`config.mk`:
```
export PLATFORM = sky130hd
export DESIGN_NAME = refclk_guard
export DESIGN_NICKNAME = d
export VERILOG_FILES = /design/src/rtl/rcm_pkg.sv /design/src/rtl/rcm_freq_meter.sv /design/src/rtl/rcm_ref_select.sv /design/src/rtl/rcm_pps_select.sv /design/src/rtl/refclk_guard.sv
export SDC_FILE = /design/constraint.sdc
export NUM_CORES = 1
export LEC_CHECK = 0
export ABC_AREA = 1
export BUFFER_PORTS_ARGS = -buffer_cell sky130_fd_sc_hd__buf_4
export CAP_MARGIN = 25
export CORE_MARGIN = 2
export CORE_UTILIZATION = 53
export DETAILED_ROUTE_END_ITERATION = 10
export PLACE_DENSITY = 0.76
export SYNTH_ARGS = -nofsm -noshare
export SYNTH_HDL_FRONTEND = slang
export SYNTH_SLANG_ARGS = --single-unit
```
`constraint.sdc`:
```
create_clock -name clk -period 2.2 [get_ports clk]
set_input_delay 0.33 -clock clk [delete_from_list [all_inputs] [get_ports clk]]
set_output_delay 0.33 -clock clk [all_outputs]
set_load 0.05 [all_outputs]
```
`src/rtl/rcm_pkg.sv`:
```
package rcm_pkg;
  localparam int NREF  = 4;
  localparam int NPPS  = 3;
  localparam int IDX_W = 2;
  typedef logic [IDX_W-1:0] idx_t;
endpackage

```
`src/rtl/rcm_freq_meter.sv`:
```
module rcm_freq_meter #(
  parameter int GATE      = 64,
  parameter int TOL       = 1,
  parameter int EXPS [3]  = '{16, 16, 16},
  parameter int STK_W     = 3
) (
  input  logic             clk,
  input  logic             rst,
  input  logic             ref_in,
  input  logic             win_end,
  output logic             absent,
  output logic             offfreq,
  output logic [STK_W-1:0] streak
);
  localparam int CNT_W = $clog2(GATE + 1);

  logic [2:0]       sy;
  logic             rise;
  logic [CNT_W-1:0] cnt, cnt_nxt;
  logic [2:0]       match;
  logic             zero;

  always_ff @(posedge clk) begin
    if (rst) sy <= '0;
    else     sy <= {sy[1:0], ref_in};
  end
  assign rise    = sy[1] & ~sy[2];
  assign cnt_nxt = cnt + CNT_W'(rise);
  assign zero    = (cnt_nxt == '0);

  for (genvar k = 0; k < 3; k++) begin : g_band
    assign match[k] = (int'(cnt_nxt) + TOL >= EXPS[k]) &&
                      (int'(cnt_nxt) <= EXPS[k] + TOL);
  end

  always_ff @(posedge clk) begin
    if (rst) begin
      cnt     <= '0;
      absent  <= 1'b0;
      offfreq <= 1'b0;
      streak  <= '0;
    end else if (win_end) begin
      cnt     <= '0;
      absent  <= zero;
      offfreq <= ~zero & ~|match;
      if (zero || !(|match))  streak <= '0;
      else if (~&streak)      streak <= streak + 1'b1;
    end else begin
      cnt <= cnt_nxt;
    end
  end
endmodule

```
`src/rtl/rcm_ref_select.sv`:
```
module rcm_ref_select import rcm_pkg::*; (
  input  logic            clk,
  input  logic            rst,
  input  logic            upd,
  input  logic [NREF-1:0] healthy,
  input  logic [NREF-1:0] qual,
  input  logic            auto_mode,
  input  idx_t            man_sel,
  output idx_t            sel,
  output logic            valid
);
  idx_t best_h, best_q, nxt;
  logic any_h, any_q;

  always_comb begin
    best_h = '0; best_q = '0; any_h = 1'b0; any_q = 1'b0;
    for (int i = NREF - 1; i >= 0; i--) begin
      if (healthy[i]) begin best_h = idx_t'(i); any_h = 1'b1; end
      if (qual[i])    begin best_q = idx_t'(i); any_q = 1'b1; end
    end
    nxt = sel;
    if (!auto_mode)              nxt = man_sel;
    else if (healthy[sel]) begin
      if (any_q && best_q < sel) nxt = best_q;
    end else if (any_h)          nxt = best_h;
  end

  always_ff @(posedge clk) begin
    if (rst) begin
      sel   <= '0;
      valid <= 1'b0;
    end else if (upd) begin
      sel   <= nxt;
      valid <= healthy[nxt];
    end
  end
endmodule

```
`src/rtl/rcm_pps_select.sv`:
```
module rcm_pps_select import rcm_pkg::*; #(
  parameter int PPS_TMO = 256
) (
  input  logic            clk,
  input  logic            rst,
  input  logic [NPPS-1:0] pps_in,
  input  logic            pps_auto,
  input  idx_t            pps_man,
  output idx_t            sel,
  output logic            valid
);
  localparam int CW = $clog2(PPS_TMO + 1);

  logic [NPPS-1:0] alive;
  logic [3:0]      alive_x;
  idx_t            best, nxt;
  logic            any, nxt_vld;

  for (genvar i = 0; i < NPPS; i++) begin : g_src
    logic [2:0]    sy;
    logic [CW-1:0] age;
    always_ff @(posedge clk) begin
      if (rst) begin
        sy  <= '0;
        age <= CW'(PPS_TMO);
      end else begin
        sy <= {sy[1:0], pps_in[i]};
        if (sy[1] & ~sy[2])         age <= '0;
        else if (age != CW'(PPS_TMO)) age <= age + 1'b1;
      end
    end
    assign alive[i] = (age < CW'(PPS_TMO));
  end

  assign alive_x = 4'(alive);

  always_comb begin
    best = '0; any = 1'b0;
    for (int i = NPPS - 1; i >= 0; i--)
      if (alive[i]) begin best = idx_t'(i); any = 1'b1; end
    if (pps_auto) begin
      nxt     = any ? best : sel;
      nxt_vld = any;
    end else begin
      nxt     = pps_man;
      nxt_vld = alive_x[pps_man];
    end
  end

  always_ff @(posedge clk) begin
    if (rst) begin
      sel   <= '0;
      valid <= 1'b0;
    end else begin
      sel   <= nxt;
      valid <= nxt_vld;
    end
  end
endmodule

```
`src/rtl/refclk_guard.sv`:
```
module refclk_guard import rcm_pkg::*; #(
  parameter int GATE        = 64,
  parameter int TOL         = 1,
  parameter int EXP_LINK    = 16,
  parameter int EXP_EXT_HI  = 16,
  parameter int EXP_EXT_MID = 8,
  parameter int EXP_EXT_LO  = 4,
  parameter int EXP_OVEN    = 8,
  parameter int STK_W       = 3,
  parameter int PPS_TMO     = 256
) (
  input  logic              clk,
  input  logic              rst,
  input  logic [NREF-1:0]   ref_in,
  input  logic [NPPS-1:0]   pps_in,
  input  logic              auto_mode,
  input  logic [IDX_W-1:0]  man_sel,
  input  logic [STK_W-1:0]  hold_win,
  input  logic              pps_auto,
  input  logic [IDX_W-1:0]  pps_man,
  input  logic [2*NREF-1:0] irq_en,
  input  logic              irq_clr_we,
  input  logic [2*NREF-1:0] irq_clr_data,
  output logic [IDX_W-1:0]  ref_sel,
  output logic              ref_valid,
  output logic [NREF-1:0]   ref_absent,
  output logic [NREF-1:0]   ref_offfreq,
  output logic [2*NREF-1:0] irq_pend,
  output logic              irq,
  output logic [IDX_W-1:0]  pps_sel,
  output logic              pps_valid
);
  localparam int GW = $clog2(GATE);

  logic [GW-1:0]    gate_cnt;
  logic             win_end, upd;
  logic [NREF-1:0]  healthy, qual;
  logic [STK_W-1:0] streak [NREF];

  assign win_end = (gate_cnt == GW'(GATE - 1));

  always_ff @(posedge clk) begin
    if (rst) begin
      gate_cnt <= '0;
      upd      <= 1'b0;
    end else begin
      gate_cnt <= win_end ? '0 : gate_cnt + 1'b1;
      upd      <= win_end;
    end
  end

  for (genvar i = 0; i < NREF; i++) begin : g_meter
    localparam int E0 = (i < 2) ? EXP_LINK : (i == 2) ? EXP_EXT_HI  : EXP_OVEN;
    localparam int E1 = (i < 2) ? EXP_LINK : (i == 2) ? EXP_EXT_MID : EXP_OVEN;
    localparam int E2 = (i < 2) ? EXP_LINK : (i == 2) ? EXP_EXT_LO  : EXP_OVEN;
    rcm_freq_meter #(.GATE(GATE), .TOL(TOL), .EXPS('{E0, E1, E2}), .STK_W(STK_W)) u_meter (
      .clk(clk), .rst(rst), .ref_in(ref_in[i]), .win_end(win_end),
      .absent(ref_absent[i]), .offfreq(ref_offfreq[i]), .streak(streak[i])
    );
    assign healthy[i] = ~(ref_absent[i] | ref_offfreq[i]);
    assign qual[i]    = healthy[i] && (streak[i] >= hold_win);
  end

  rcm_ref_select u_sel (
    .clk(clk), .rst(rst), .upd(upd), .healthy(healthy), .qual(qual),
    .auto_mode(auto_mode), .man_sel(man_sel), .sel(ref_sel), .valid(ref_valid)
  );

  rcm_pps_select #(.PPS_TMO(PPS_TMO)) u_pps (
    .clk(clk), .rst(rst), .pps_in(pps_in), .pps_auto(pps_auto),
    .pps_man(pps_man), .sel(pps_sel), .valid(pps_valid)
  );

  always_ff @(posedge clk) begin
    if (rst) begin
      irq_pend <= '0;
      irq      <= 1'b0;
    end else begin
      irq_pend <= (irq_pend & ~(irq_clr_we ? irq_clr_data : '0)) |
                  (upd ? {ref_offfreq, ref_absent} : '0);
      irq      <= |(irq_pend & irq_en);
    end
  end
endmodule

```
==> impl_metrics.toml, run 1 <==
[run_status]
outcome = "complete, but fails checks"
violations = "negative setup slack"

[synthesis]
syn-num-nets = 803
synthTopCellsByCount = "nand2_1, inv_1, dfxtp_1, nor2_1, a21oi_1"
synth_warnings = 0
synth_top_area_frac = 0.4247
synth_top_area_cell = "dfxtp_1"
yosysMostFrequentCell = "nand2_1"
synthFlopType = "dfxtp_1"
syn_inst = 731
synth.distinct_cells = 41
yosysSeqAreaShare = 0.4247
yosys_register_bits = 118
synth_edf_count = 0
synthTopCellsByArea = "dfxtp_1, nand2_1, ha_1"
syn_avg_cell_area_um2 = 7.608
ys_async_sr_fraction = 0
synth.cell_area_um2 = 5562

[power]
p_sw_mw = 1.374
power_frac_comb = 0.108
ir_worst_vdd_v = 0.0004524
finalPower_mw = 5.331
p_leak_nw = 3.394
power.density_nw_per_um2 = 710.4
seq_power_share = 0.426
intPower_mw = 3.957
switching_share = 0.2577
p_clk_frac = 0.466

[worst_hold_path]
whs_path_depth = 3
hp-class = "in -> reg"
hold-path-endpoint = "g_meter[2].u_meter.sy[0]"
min-delay-start = "ref_in[2]"

[setup_path]
cp-startpoint = "g_meter[1].u_meter.streak[2]"
cp-end-kind = "register"
cp_max_fo = 3
startpoint_type = "register"
r2r_start = "g_meter[1].u_meter.streak[2]"
worst-r2r-cell-count = 20
cp_data_arrival_time_ps = 2720
crit_required_ps = 2620
path_class = "reg -> reg"
reg2reg_to = "u_sel.valid"
r2r_setup_slack_ps = -90

[placed_design]
place_ws_ps = -401.7
place.gp.congestion = 0.8877
dp_hpwl_um = 9032
port_buffers = 57
place_inst = 934

[sta]
maxSlewViolCount = 0
relSlewSlack = 0.5876
finalWorstSetupSlack_ps = -94.35
tightest_slew_ps = 613.0
setup_violations = 5
period_share = 1.043
finClkSkew_ps = 5.864
final_hold_viol_count = 0
rsz0062_at_grt = "true"
fin_crit_ps = 2294
fmax_ghz = 0.4359

[clock_tree]
cts_made_buffers = 17
cts_buffer_depth = 2
htreeDepth = 4
clk_latency_ps = 520
cts.clk_slew.worst_paths_ps = 60
cts_tree = "built"
cts_sinks = 118
root_buffer = "clkbuf_8"

[die]
fp.dieH_um = 106.4
start_util = 0.5411
dieArea_um2 = 11330
rows = 37
fp.dieW_um = 106.4
core_um2 = 10280
ios = 58

[layout]
utilization = 0.7301
drive_gt1_frac = 0.2879
antenna_cells = 0
area_growth_pct = 34.92
final_cells = 1001
fill_cells = 736
fin_nets = 924

[detailed_routing]
drc = 0
drt_iter0_drc = 193
vias = 5155
ant_nets = 0
drt-total-wl_um = 13940
viasPerCell = 5.150
first_pass_iters = 4
wl_per_cell_um = 13.92

[grt]
grt_max_degree = 28
grt_pass1_wl_um = 22460
grt_pass1_vias = 5073
grt-ovfl-total = 0
grt_antenna_before_repair = 0
grt_usage = 0.2470

[job]
maxCapViolCount = 0
sequential cells by signal, summed over array words and instances (netlist names), 2 cells and up:
register / cells
irq_pend: 8
g_meter.u_meter.streak: 12
g_meter.u_meter.sy: 12
g_meter.u_meter.cnt: 28
u_sel.sel: 2
g_meter.u_meter.absent: 4
u_pps.sel: 2
u_pps.g_src.sy: 9
gate_cnt: 6
g_meter.u_meter.offfreq: 4
u_pps.g_src.age: 27
worst max-delay path: stages (launching register included):
cell and delay (ps):
dfxtp_2 340, ha_4 280, nand2_1 60, o211ai_1 200, nand2_1 100, nand2_1 100
inv_1 50, nand2_2 60, inv_2 50, ha_4 260, nand2_4 60, nand2_4 60
nand2_1 60, nand3_2 70, nand2_2 70, nand2_2 90, nand2_1 50, nand3_1 60
nand3_1 70, nand2_1 80, inv_1 30
metrics by stage:
step	setup TNS (ps)	hold slack, ps	instance area, µm²
after global placement	-531.3	392.2	6277
after detailed placement	-1286	397.3	6277
after CTS	-229.2	6.503	7126
after global routing	-1665	23.67	7503
final	-229.9	15.44	7503
after floorplan	-6.529	388.3	5562
repair_timing:
| action | CTS | global route |
|---|---|---|
| endpoints found under the setup margin | 9 | 19 |
| cloned | 0 | 0 |
| hold endpoints to repair | 3 | 0 |
| setup buffers | 21 | 13 |
| gates resized for setup | 29 | 71 |
| pin swaps | 19 | 27 |
| hold buffers | 3 | 0 |
layout by cell type, fill, tap and decap left out, drive strengths merged, types with 8 or more instances in the layout:
cell,netlist,routed
nand2,129,129
inv,123,125
buf,14,119
dfxtp,118,118
nor2,92,92
a21oi,56,56
nand3,47,47
ha,37,37
xor2,21,21
clkbuf,6,21
o21ai,17,17
nor3,12,12
nand4,11,11
nor4,8,8
how the worst max path moves through the flow:
stage | end | slack, ps | cells after the start
finish | u_sel.valid | -90 | 20
CTS | g_meter[2].u_meter.streak[0] | -70 | 16
detailed placement | u_sel.valid | -400 | 21
floorplan | u_sel.valid | -7 | 21
global placement | u_sel.valid | -220 | 22
global route | u_sel.valid | -270 | 20
cell families (layout without fill, tap and decap cells):
group	Yosys count	count (layout)	share of synthesized area
flops	118	118	0.4247
fa+ha+maj	37	37	0.08324
xor+xnor	24	24	0.03780
simple gates	314	314	0.2497
buf+inv	144	278	0.1039
compound gates	94	94	0.1006
power by group through the flow:
stage          Sequential (mW)  Combinational, mW  Clock (mW)
4_1_cts                   2.27              0.553        2.50
3_5_place_dp              2.31              0.509           0
3_3_place_gp              2.31              0.474           0
2_1_floorplan             2.32              0.345           0
6_report                  2.27              0.577        2.48
5_1_grt                   2.28              0.661        2.61
area by class of cell:
class | instances | area [µm²] | area share
clock inverter | 11 | 102.6 | 0.01367
clock buffer | 21 | 429.2 | 0.05720
sequential | 118 | 2375 | 0.3165
multi-input combinational | 469 | 3023 | 0.4029
inverter | 124 | 473.0 | 0.06303
timing repair buffer | 122 | 930.9 | 0.1241
tap | 136 | 170.2 | 0.02268
routing by layer:
metal | vias to the layer above | routed length [µm] | share of wire | track usage
met5 | - | 0 | 0 | 0
met1 | 2404 | 5751 | 0.41 | 0.2733
met2 | 136 | 7087 | 0.51 | 0.4483
met4 | 0 | 456 | 0.033 | 0.1002
met3 | 37 | 641 | 0.046 | 0.06438
li1 | 2578 | - | - | -
Power figures use the tool's default switching activity.
==> run 2: changes to the inputs <==
--- a/config.mk
+++ b/config.mk
@@ -8,10 +8,11 @@
 export ABC_AREA = 1
 export BUFFER_PORTS_ARGS = -buffer_cell sky130_fd_sc_hd__buf_4
 export CAP_MARGIN = 25
-export CORE_MARGIN = 2
+export CORE_MARGIN = 10
 export CORE_UTILIZATION = 53
+export CTS_BUF_LIST = sky130_fd_sc_hd__clkbuf_8 sky130_fd_sc_hd__clkbuf_16
 export DETAILED_ROUTE_END_ITERATION = 10
-export PLACE_DENSITY = 0.76
+export PLACE_DENSITY = 0.73
 export SYNTH_ARGS = -nofsm -noshare
 export SYNTH_HDL_FRONTEND = slang
 export SYNTH_SLANG_ARGS = --single-unit
==> run 2 against run 1 <==
  * The flow still finishes with violations (negative setup slack)
  * Clock-buffer cell count is 3 lower
  * Register-to-register slack worse by 110 ps
  * Combinational power is 1% lower
  * Die area is 32% higher
  * Critical path type unchanged
  * Critical endpoint unchanged
  * Largest cell class unchanged
  * Largest power group unchanged
==> impl_metrics.toml, run 2 (synthesis gave the netlist of run 1 again) <==
[run_status]
outcome = "complete, but fails checks"
violations = "negative setup slack"

[setup_path]
cp_data_arrival_time_ps = 2830
crit_chain = "inv_1 -> ha_1 -> nand3_1 -> o211ai_1 -> nand2_1 -> nand2_2 -> inv_2 -> nand2_2 -> inv_2 -> ha_4 -> nand2_4 -> nand2_4 -> nand2_2 -> nand3_2 -> nand2_4 -> nand2_4 -> nand2_2 -> nand3_2 -> nand3_2 -> nand2_1 -> inv_1"
r2r_setup_slack_ps = -200
r2r_start = "g_meter[0].u_meter.streak[0]"
worst-r2r-cell-count = 21
startpoint_type = "register"
cp-startpoint = "g_meter[0].u_meter.streak[0]"
cp-end-kind = "register"
endpoint = "u_sel.valid"
crit_family = "simple AND/OR/NAND/NOR gates"
crit_required_ps = 2620
cp_max_fo = 3
cp_num_buf_inv = 4
max_stage_delay_ps = 330
reg2reg_to = "u_sel.valid"
worst-path-stages = 21
slowest_stage = "dfxtp_2"
path_class = "reg -> reg"

[sta]
rsz0062_at_grt = "true"
relSlewSlack = 0.6034
setup_violations = 8
tns_ps = -608.7
finalWorstSetupSlack_ps = -204.9
final_hold_viol_count = 0
tightest_slew_ps = 589.5
finClkSkew_ps = 6.085
maxSlewViolCount = 0
fin_crit_ps = 2405
fmax_ghz = 0.4158
period_share = 1.093
fin_hold_ws_ps = 14.40

[detailed_routing]
drc = 0
drt_iter0_drc = 316
vias = 5148
wl_per_cell_um = 14.64
drt-total-wl_um = 14450
ant_nets = 0
viasPerCell = 5.216
first_pass_iters = 7

[clock_tree]
cts_made_buffers = 17
cts.clk_slew.worst_paths_ps = 60
htreeDepth = 4
cts_tree = "built"
root_buffer = "clkbuf_8"
cts_sinks = 118
clk_latency_ps = 520
cts_buffer_depth = 2

[placed_design]
port_buffers = 57
place.gp.congestion = 0.8607
place_inst = 933
placed_area_um2 = 6282
dp_hpwl_um = 9217

[grt]
grt_pass1_wl_um = 21730
grt_antenna_before_repair = 0
grt_pass1_vias = 4897
grt_max_degree = 33
grt_usage = 0.1777
grt-ovfl-total = 0

[die]
core_um2 = 10280
dieArea_um2 = 14990
rows = 37
ios = 58
start_util = 0.5411
fp.dieW_um = 122.4
fp.dieH_um = 122.4

[power]
ir_worst_vdd_v = 0.0005298
power.density_nw_per_um2 = 763.6
p_leak_nw = 3.395

[layout]
final_cells = 987
area_growth_pct = 36.38
largest_register = "g_meter.u_meter.cnt"
final_cell_area_um2 = 7585
final_common_cell = "inv_1"
most-common-layout-cells = "inv_1, dfxtp_1, nand2_1, buf_4, nor2_1"
largest_register_ffs = 28
antenna_cells = 0
drive_gt1_frac = 0.2973
fin_nets = 911
largestRegisters = "g_meter.u_meter.cnt (28), u_pps.g_src.age (27)"

[worst_hold_path]
hp-class = "in -> reg"

[job]
maxCapViolCount = 0
-- run 2: cell types whose count changed in the layout (fill, tap and decap cells not counted), sizes merged --
| cell | before | now |
|---|---|---|
| inv | 125 | 126 |
| bufinv | 1 | 5 |
| dlygate4sd3 | 3 | 4 |
| buf | 119 | 105 |
| clkbuf | 21 | 18 |
| clkinv | 6 | 3 |
-- run 2: power breakdown --
part           switching (mW)  total [mW]  leakage (nW)  internal [mW]
clock                   0.978        2.95         0.305           1.97
sequential             0.0491        2.27         0.962           2.22
combinational           0.334       0.570          2.13          0.236
-- run 2: per-stage QoR --
| stage | setup WS, ps | util | total power [mW] |
|---|---|---|---|
| 5_1_grt | -286.0 | 0.7380 | 6.017 |
| 2_1_floorplan | -6.529 | - | 2.661 |
| 4_1_cts | -95.45 | 0.6913 | 5.778 |
| 6_report | -204.9 | 0.7380 | 5.792 |
| 3_3_place_gp | -194.7 | 0.6113 | 2.792 |
| 3_5_place_dp | -303.9 | 0.6113 | 2.819 |
-- run 2: area by class of cell --
cell class / count / area, µm²
multi-input cells: 469 / 3080
fillers: 708 / 2693
flip-flops and latches: 118 / 2375
repair buffers: 109 / 857.1
inverters: 124 / 470.5
clock buffers: 18 / 427.9
clock inverters: 13 / 203.9
well taps: 136 / 170.2
-- run 2: worst register-to-register path: stages (launching register included) --
cell and delay [ps]:
dfxtp_2 330, inv_1 60, ha_1 280, nand3_1 80
o211ai_1 120, nand2_1 120, nand2_2 110, inv_2 40
nand2_2 70, inv_2 40, ha_4 270, nand2_4 60
nand2_4 60, nand2_2 50, nand3_2 100, nand2_4 80
nand2_4 110, nand2_2 60, nand3_2 90, nand3_2 70
nand2_1 90, inv_1 30
-- run 2: repair_timing --
action                                  in CTS  in global routing
hold endpoints to repair                     4                  0
gates resized for setup                     27                 88
endpoints found under the setup margin       9                 19
setup buffers                                7                 12
pin swaps                                   11                 48
cloned                                       0                  0
hold buffers                                 4                  0
-- run 2: how the worst min path moves through the flow --
| stage | startpoint | end | slack [ps] | depth (start not counted) |
|---|---|---|---|---|
| after floorplan | g_meter[0].u_meter.sy[0] | g_meter[0].u_meter.sy[1] | 390 | 2 |
| after global placement | u_pps.g_src[0].sy[0] | u_pps.g_src[0].sy[1] | 390 | 2 |
| after detailed placement | g_meter[0].u_meter.sy[0] | g_meter[0].u_meter.sy[1] | 400 | 2 |
| after CTS | ref_in[2] | g_meter[2].u_meter.sy[0] | 0.9 | 3 |
| after global routing | ref_in[2] | g_meter[2].u_meter.sy[0] | 8 | 3 |
| final | ref_in[2] | g_meter[2].u_meter.sy[0] | 10 | 3 |
-- run 2: per-layer routing --
layer | vias to the layer above | part of all wire | track usage
li1 | 2558 | - | -
met1 | 2386 | 0.41 | 0.1960
met2 | 158 | 0.50 | 0.3082
met3 | 46 | 0.061 | 0.05510
met4 | 0 | 0.034 | 0.08027
met5 | - | 0 | 0
==> run 3: changes to the inputs <==
==> constraint.sdc (replaced) <==
create_clock -name clk -period 2.2 [get_ports clk]
set_input_delay 0.33 -clock clk [delete_from_list [all_inputs] [get_ports clk]]
set_output_delay 0.33 -clock clk [all_outputs]
set_load 0.005 [all_outputs]
==> run 3 against run 2 <==
  * The run still ends with negative setup slack left
  * Final cell count is 0.51% lower
  * Cell area is 2.4% lower
  * Clock skew is 2.6 ps higher
  * Flip-flop and latch count stayed put
  * Routed wire length is 4.8% lower
  * Power is 6.0% lower
  * Worst hold slack better by 0.87 ps
  * Fmax is 2.0% higher
  * Non-clock buffer count is 6 lower
  * Critical path depth is 1 lower
  * Clock power is 12% lower
  * Sequential share of layout area is 0.83 points higher
  * Critical endpoint unchanged
==> impl_metrics.toml, run 3 (synthesis gave the netlist of run 1 again) <==
[job]
maxCapViolCount = 0

[setup_path]
crit_required_ps = 2620
cp_max_fo = 3
reg2reg_to = "u_sel.valid"
r2r_setup_slack_ps = -160
crit_top_cell = "nand2_2"
worst-r2r-cell-count = 20
max_stage_delay_ps = 340
crit_chain = "ha_4 -> nand2_1 -> o211ai_1 -> nand2_1 -> nand2_2 -> inv_2 -> nand2_2 -> inv_2 -> ha_4 -> nand2_4 -> nand2_4 -> nand2_2 -> nand3_2 -> nand2_2 -> nand2_2 -> nand2_1 -> nand3_1 -> nand3_1 -> nand2_1 -> inv_1"
r2r_start = "g_meter[0].u_meter.streak[2]"
crit_family = "simple AND/OR/NAND/NOR gates"
cp-end-kind = "register"
cp_num_buf_inv = 3
path_class = "reg -> reg"
startpoint_type = "register"
cp_data_arrival_time_ps = 2780
slowest_stage = "dfxtp_2"

[clock_tree]
cts_tree = "built"
htreeDepth = 4
cts.clk_slew.worst_paths_ps = 60
cts_made_buffers = 17
cts_sinks = 118
cts_buffer_depth = 2
clk_latency_ps = 530
root_buffer = "clkbuf_8"

[sta]
rsz0062_at_grt = "true"
relSlewSlack = 0.6102
maxSlewViolCount = 0
setup_violations = 4
fmax_ghz = 0.4242
fin_hold_ws_ps = 15.27
finClkSkew_ps = 8.673
fin_crit_ps = 2358
finalWorstSetupSlack_ps = -157.6
final_hold_viol_count = 0
tightest_slew_ps = 579.4
period_share = 1.072

[detailed_routing]
viasPerCell = 5.116
drt_iter0_drc = 211
drt-total-wl_um = 13750
wl_per_cell_um = 14.00
vias = 5024
ant_nets = 0
drc = 0
first_pass_iters = 5

[layout]
largest_register = "g_meter.u_meter.cnt"
antenna_cells = 0
drive_gt1_frac = 0.2825
fill_cells = 736
most-common-layout-cells = "inv_1, dfxtp_1, nand2_1, buf_4, nor2_1"
largestRegisters = "g_meter.u_meter.cnt (28), u_pps.g_src.age (27)"
fin_nets = 905
final_common_cell = "inv_1"
final_cells = 982
utilization = 0.7204
area_growth_pct = 33.12
largest_register_ffs = 28

[placed_design]
port_buffers = 57
place_inst = 933
dp_hpwl_um = 9129
place.gp.congestion = 0.8315
place_ws_ps = -311.8

[grt]
grt_pass1_wl_um = 21660
grt_max_degree = 34
grt_pass1_vias = 5006
grt-ovfl-total = 0
grt_antenna_before_repair = 0
grt_usage = 0.1766

[worst_hold_path]
hp-class = "in -> reg"
whs_path_depth = 3
min-delay-start = "ref_in[1]"
hold-path-endpoint = "g_meter[1].u_meter.sy[0]"

[power]
power_frac_comb = 0.103
finalPower_mw = 5.444
p_leak_nw = 3.346
switching_share = 0.2549
ir_worst_vdd_v = 0.0006297
intPower_mw = 4.057
p_clk_frac = 0.480
power.density_nw_per_um2 = 735.4
p_sw_mw = 1.388
seq_power_share = 0.417

[die]
ios = 58
fp.dieH_um = 122.4
start_util = 0.5411
fp.dieW_um = 122.4
core_um2 = 10280
rows = 37
dieArea_um2 = 14990

[run_status]
outcome = "complete, but fails checks"
violations = "negative setup slack"
-- run 3: changes by cell type in the layout (fill, tap and decap cells not counted), moves of 3 or more --
cell       change
nand3_2       -10
nand3_1        +8
bufinv_16      -4
clkinv_4       +4
a21oi_1        +3
buf_4          -3
nand2_1        +3
-- run 3: worst min-delay path, cell delays in order --
cell	delay, ps
buf_4	80
inv_1	30
nor2_1	70
-- run 3: final cells by class --
| class | count | area, µm² | area share |
|---|---|---|---|
| clock buffers | 20 | 455.4 | 0.06152 |
| clock inverters | 12 | 117.6 | 0.01589 |
| inverters | 124 | 473.0 | 0.06388 |
| multi-input cells | 469 | 3022 | 0.4081 |
| flip-flops and latches | 118 | 2380 | 0.3214 |
| well taps | 136 | 170.2 | 0.02298 |
| repair buffers | 103 | 785.8 | 0.1061 |
-- run 3: worst max-delay path by stage --
| stage | from | end | slack [ps] | depth (start not counted) |
|---|---|---|---|---|
| after floorplan | hold_win[2] | u_sel.valid | 10 | 21 |
| after global placement | hold_win[2] | u_sel.valid | -200 | 22 |
| after detailed placement | hold_win[2] | u_sel.valid | -310 | 21 |
| after CTS | g_meter[2].u_meter.sy[1] | g_meter[2].u_meter.streak[0] | -60 | 17 |
| after global routing | g_meter[0].u_meter.streak[0] | u_sel.valid | -300 | 21 |
| final | g_meter[0].u_meter.streak[2] | u_sel.valid | -160 | 20 |
-- run 3: power groups by stage --
stage / clock network, mW / logic (mW) / registers (mW)
finish: 2.61 / 0.559 / 2.27
global route: 2.77 / 0.640 / 2.28
CTS: 2.65 / 0.524 / 2.27
detailed placement: 0 / 0.498 / 2.31
global placement: 0 / 0.465 / 2.31
floorplan: 0 / 0.345 / 2.30
-- run 3: repair_timing --
action	4_1_cts	5_1_grt
hold buffers	2	0
resized for setup	28	78
setup endpoints to repair	8	16
pin swaps	18	39
buffers inserted	9	7
endpoints found under the hold margin	2	0
-- run 3: through the flow --
| stage | TNS, ps | cell area (µm²) |
|---|---|---|
| 6_report | -256.5 | 7403 |
| 5_1_grt | -1586 | 7403 |
| 4_1_cts | -196.9 | 7043 |
| 3_5_place_dp | -981.6 | 6270 |
| 3_3_place_gp | -436.7 | 6270 |
| 2_1_floorplan | 0 | 5562 |
-- run 3: per-layer routing --
| metal | up-vias | global-route usage | routed length, µm |
|---|---|---|---|
| met5 | - | 0 | 0 |
| met4 | 0 | 0.06186 | 241 |
| met3 | 22 | 0.05418 | 753 |
| met2 | 119 | 0.3106 | 6897 |
| met1 | 2335 | 0.1980 | 5856 |
| li1 | 2548 | - | - |
